File: config.mk
export PLATFORM = sky130hd
export DESIGN_NAME = sar_seg_ctrl
export DESIGN_NICKNAME = d
export VERILOG_FILES = /design/src/rtl/sar_seg_pkg.sv /design/src/rtl/sar_token_chain.sv /design/src/rtl/sar_decision_chain.sv /design/src/rtl/sar_therm_decoder.sv /design/src/rtl/sar_seg_ctrl.sv
export SDC_FILE = /design/constraint.sdc
export NUM_CORES = 1
export LEC_CHECK = 0
export ABC_AREA = 1
export ABC_CLOCK_PERIOD_IN_PS = 1000
export BUFFER_PORTS_ARGS = -buffer_cell sky130_fd_sc_hd__buf_2
export CAP_MARGIN = 0
export CELL_PAD_IN_SITES_DETAIL_PLACEMENT = 0
export CELL_PAD_IN_SITES_GLOBAL_PLACEMENT = 2
export CORE_MARGIN = 2
export CORE_UTILIZATION = 29
export DETAILED_ROUTE_END_ITERATION = 16
export GPL_ROUTABILITY_DRIVEN = 0
export PLACE_DENSITY = 0.73
export SYNTH_ARGS = -nofsm -noshare
export SYNTH_HDL_FRONTEND = slang
export SYNTH_SLANG_ARGS = --single-unit
File: constraint.sdc
create_clock -name clk -period 1 [get_ports clk]
set_input_delay 0.1 -clock clk [delete_from_list [all_inputs] [get_ports clk]]
set_output_delay 0.1 -clock clk [all_outputs]
set_load 0.02 [all_outputs]
File: src/rtl/sar_seg_pkg.sv
package sar_seg_pkg;

  // Number of unary lines needed to represent a segment of seg bits.
  function automatic int unsigned unary_lines(input int unsigned seg);
    return (32'd1 << seg) - 32'd1;
  endfunction

  // Width of a counter able to count up to limit.
  function automatic int unsigned count_width(input int unsigned limit);
    return $clog2(limit + 1);
  endfunction

endpackage

File: src/rtl/sar_token_chain.sv
// One-hot approximation token: a load at start, a right shift per step,
// and a trailing stage that marks the residue-ready cycle.
module sar_token_chain #(
  parameter int unsigned NBITS = 7
) (
  input  logic             clk,
  input  logic             rst_n,
  input  logic             start_i,
  output logic [NBITS-1:0] trial_o,
  output logic             fin_o
);

  logic [NBITS-1:0] tok_q, tok_d;
  logic             fin_q, fin_d;
  logic             tok_en;

  // Next state
  always_comb begin
    tok_en = start_i | (|tok_q) | fin_q;
    if (start_i) begin
      tok_d = {1'b1, {(NBITS-1){1'b0}}};
      fin_d = 1'b0;
    end else begin
      tok_d = tok_q >> 1;
      fin_d = tok_q[0];
    end
  end

  // Registers
  always_ff @(posedge clk or negedge rst_n) begin
    if (!rst_n) begin
      tok_q <= '0;
      fin_q <= 1'b0;
    end else if (tok_en) begin
      tok_q <= tok_d;
      fin_q <= fin_d;
    end
  end

  assign trial_o = tok_q;
  assign fin_o   = fin_q;

endmodule

File: src/rtl/sar_decision_chain.sv
// One decision flop per bit: cleared by start, loaded with the comparator
// answer in the step where the token sits on that bit, held otherwise.
module sar_decision_chain #(
  parameter int unsigned NBITS = 7
) (
  input  logic             clk,
  input  logic             rst_n,
  input  logic             start_i,
  input  logic             cmp_i,
  input  logic [NBITS-1:0] trial_i,
  output logic [NBITS-1:0] dec_o
);

  for (genvar b = 0; b < NBITS; b++) begin : g_bit
    logic dec_q, dec_d, dec_en;

    always_comb begin
      dec_en = start_i | trial_i[b];
      dec_d  = ~start_i & cmp_i;
    end

    always_ff @(posedge clk or negedge rst_n) begin
      if (!rst_n) begin
        dec_q <= 1'b0;
      end else if (dec_en) begin
        dec_q <= dec_d;
      end
    end

    assign dec_o[b] = dec_q;
  end

endmodule

File: src/rtl/sar_therm_decoder.sv
// Binary-to-thermometer decode of the segmented upper field.
module sar_therm_decoder #(
  parameter int unsigned SEG_BITS = 3,
  parameter int unsigned LINES    = 7
) (
  input  logic [SEG_BITS-1:0] bin_i,
  output logic [LINES-1:0]    therm_o
);

  logic [31:0] level;
  assign level = {{(32-SEG_BITS){1'b0}}, bin_i};

  for (genvar j = 0; j < LINES; j++) begin : g_line
    assign therm_o[j] = (level > j);
  end

endmodule

File: src/rtl/sar_seg_ctrl.sv
module sar_seg_ctrl
  import sar_seg_pkg::*;
#(
  parameter int unsigned NBITS    = 7,
  parameter int unsigned SEG_BITS = 3,
  localparam int unsigned LINES   = unary_lines(SEG_BITS)
) (
  input  logic             clk,
  input  logic             rst_n,
  input  logic             start_i,
  input  logic             cmp_i,
  output logic [NBITS-1:0] code_o,
  output logic [LINES-1:0] therm_o,
  output logic             done_o
);

  logic [NBITS-1:0] trial;
  logic [NBITS-1:0] dec;
  logic             fin;
  logic [NBITS-1:0] code;

  sar_token_chain #(.NBITS(NBITS)) u_tok (
    .clk     (clk),
    .rst_n   (rst_n),
    .start_i (start_i),
    .trial_o (trial),
    .fin_o   (fin)
  );

  sar_decision_chain #(.NBITS(NBITS)) u_dec (
    .clk     (clk),
    .rst_n   (rst_n),
    .start_i (start_i),
    .cmp_i   (cmp_i),
    .trial_i (trial),
    .dec_o   (dec)
  );

  // Bits below the token are still cleared in dec, so OR gives the trial code.
  assign code = dec | trial;

  sar_therm_decoder #(.SEG_BITS(SEG_BITS), .LINES(LINES)) u_therm (
    .bin_i   (code[NBITS-1 -: SEG_BITS]),
    .therm_o (therm_o)
  );

  assign code_o = code;
  assign done_o = fin;

endmodule

==> impl_metrics.ini <==
[routing]
first_iter_violations = 6
final_antenna_net_count = 0
drc_errors = 0
wire_per_inst_um = 9.73
viasPerCell = 4.19
vias = 591
wl_mm = 1.37
drt-pass1-iter-count = 4

[worst_setup_path]
critical_path_class = flip-flop to primary output
crit_top_cell = nand2_2
reg2reg_from = u_tok.trial_o[6]$_DFFE_PN0P_
cp.required_ns = 0.90
worst_ep_arrival_time_ns = 1.11
critical_path_buf_inv_count = 2
critPathMaxFanout = 5
max_stage_delay_ns = 0.43
path_cells = inv_2 > nand2_4 > nand2_2 > nand2_2 > buf_6
cp-end-kind = primary output
start_kind = flip-flop
crit_slowest_cell = dfrtp_1
r2r.worst_path.cells = 6
r2r_slack_ns = -0.03
cp_top_family = flip-flops
r2r_end = u_dec.g_bit[6].dec_q$_DFFE_PN0P_

[layout]
multi_input_area_um2 = 288
drive_above_1_share_pct = 66.4
fillerInstances = 234
area_delta_synth_final_pct = 52.9
seqCellArea_um2 = 375
antennaDiodeCount = 0
nNetsFinal = 118

[power_and_ir_drop]
comb_power_share_pct = 24.0
internal_power_mw = 0.916
peakVddDrop_mv = 0.727
power_density_nw_per_um2 = 1190
net-switching-power_mw = 0.379
leakagePower_nw = 0.574
pwr-share-seq_pct = 49.2
p_sw_share_pct = 29.3
clockPowerShare_pct = 26.8

[synthesis]
ys_seq_elements = 15
synth-seq-area-share_pct = 52.9
synth_edf_count = 0
postSynthAreaPerCell_um2 = 9.33
syn_inst = 76
synth_flop_cell = dfrtp_1
yosys_warnings = 0
syn_area_um2 = 709
syn_nets = 80
yosysUniqueCellTypes = 15
postSynth.asyncResetShare_pct = 100

[cts]
clkLatencyLatePin_ns = 0.28
root_buffer = clkbuf_4
htree_levels = 1
cts_tree = built
clk_pin_slew_ns = 0.10
ctsLongestPathBuffers = 2
numCtsBuffers = 3
clock_sinks = 15

[place]
port_buffers = 18
dp_hpwl_um = 900

[sta]
fin_crit_ns = 1.21
setup_ws_ns = -0.208
finalCritPeriodShare_pct = 121
fin_worst_skew_ns = 0.0132
tns_ns = -2.16
worst_pin_slew_ns = 0.332
max_freq_mhz = 828
finalHoldViolCount = 0
rsz0062_at_grt = true
slew_headroom_pct = 77.9
setup_viol = 15
finalMaxSlewViolations = 0
hold_slack_ns = 0.0643

[hold_path]
whs_path_depth = 1
hold_path_class = primary input to flip-flop
whs_endpoint = u_tok.trial_o[6]$_DFFE_PN0P_
min_from = start_i

[outcome]
violations = negative setup slack
outcome = finished, violations left

[flow_run]
cap_violations = 0

[floorplanning]
die_w_um = 53.5
start_util_pct = 31.5
dieHeight_um = 53.5
die-area_um2 = 2860
ios = 19
row_count = 17
core_area_um2 = 2250

[global_route]
grt_overflow_total = 0
grt.met2_usage_pct = 18.5
grt_usage_pct = 11.8
grt_pass1_vias = 557
met3_usage_pct = 3.11
met1_usage_pct = 15.6
grt_max_degree = 16
busiest_layer = met2
grt_pass1_wl_mm = 2.40
grt_antenna_before_repair = 0
==> power by group through the flow <==
stage	Sequential (mW)	Clock (mW)	Combinational (mW)
floorplan	0.646	0	0.151
global placement	0.647	0	0.212
detailed placement	0.647	0	0.213
CTS	0.637	0.354	0.305
global route	0.639	0.378	0.341
finish	0.637	0.347	0.311
==> kinds of logic after synthesis <==
family / after synthesis / share of synthesized area [%]
buf+inv: 16 / 11.1
simple gates: 41 / 31.0
compound gates: 4 / 4.94
flops: 15 / 52.9
==> metal layers <==
| layer | part of all wire (%) | routed length (um) |
|---|---|---|
| met5 | 0 | 0 |
| met4 | 0.66 | 9 |
| met3 | 5.6 | 77 |
| met2 | 49 | 676 |
| met1 | 44 | 608 |
==> placed cells by master (no fill, tap or decap), types with 5 or more instances in the layout <==
master    n
buf_4    17
nor2_1   15
dfrtp_1  15
buf_6    12
nor2_2    8
inv_2     7
nand2_2   6
buf_2     6
inv_1     5
==> what timing repair did <==
item	4_1_cts	5_1_grt
setup endpoints to repair	14	14
hold endpoints to repair	15	0
hold buffers	1	0
resized for setup	38	1
pin swaps	9	4
setup buffers	14	2
==> metrics by stage <==
stage | util (%) | setup WS, ns | instances | cell area [um^2] | power [mW]
after detailed placement | 36.3 | 0.0654 | 120 | 820 | 0.860
after global routing | 48.1 | -0.265 | 141 | 1080 | 1.36
after floorplan | - | 0.113 | 76 | 709 | 0.797
after global placement | 36.3 | 0.0764 | 120 | 820 | 0.859
after CTS | 47.2 | -0.202 | 139 | 1060 | 1.30
final | 48.1 | -0.208 | 141 | 1080 | 1.30
==> synthesized netlist by cell type, types with 2 or more instances <==
cell type / number / area share [%]
dfrtp_1: 15 / 53
inv_1: 10 / 5.3
inv_2: 2 / 1.1
nand2_1: 5 / 2.6
nand2_2: 4 / 3.5
nand2_4: 3 / 4.8
nor2_1: 15 / 7.9
nor2_2: 9 / 7.9
o21ai_2: 4 / 4.9
or2_2: 4 / 3.5
==> how the worst max path moves through the flow <==
stage                                             from         end  slack [ns]  cells after the start
final                     u_tok.trial_o[6]$_DFFE_PN0P_  therm_o[4]       -0.21                      5
after detailed placement  u_tok.trial_o[2]$_DFFE_PN0P_   code_o[2]        0.07                      2
after global placement    u_tok.trial_o[2]$_DFFE_PN0P_   code_o[2]        0.08                      2
after floorplan           u_tok.trial_o[4]$_DFFE_PN0P_  therm_o[0]        0.11                      4
after CTS                 u_tok.trial_o[6]$_DFFE_PN0P_  therm_o[4]       -0.20                      5
after global routing      u_tok.trial_o[4]$_DFFE_PN0P_  therm_o[2]       -0.26                      5
==> flip-flops by register name, indices dropped and copies added, names as in the netlist <==
register	cells
u_tok.fin_o	1
u_tok.trial_o	7
u_dec.g_bit.dec_q	7
==> cell type report <==
type / instances / area share [%]
clock buffers: 3 / 2.08
well taps: 28 / 3.23
inverters: 13 / 5.19
repair buffers: 36 / 27.9
clock inverters: 1 / 0.461
flip-flops and latches: 15 / 34.6
multi-input cells: 45 / 26.5
Note: power is estimated with default switching activity, not from simulation.
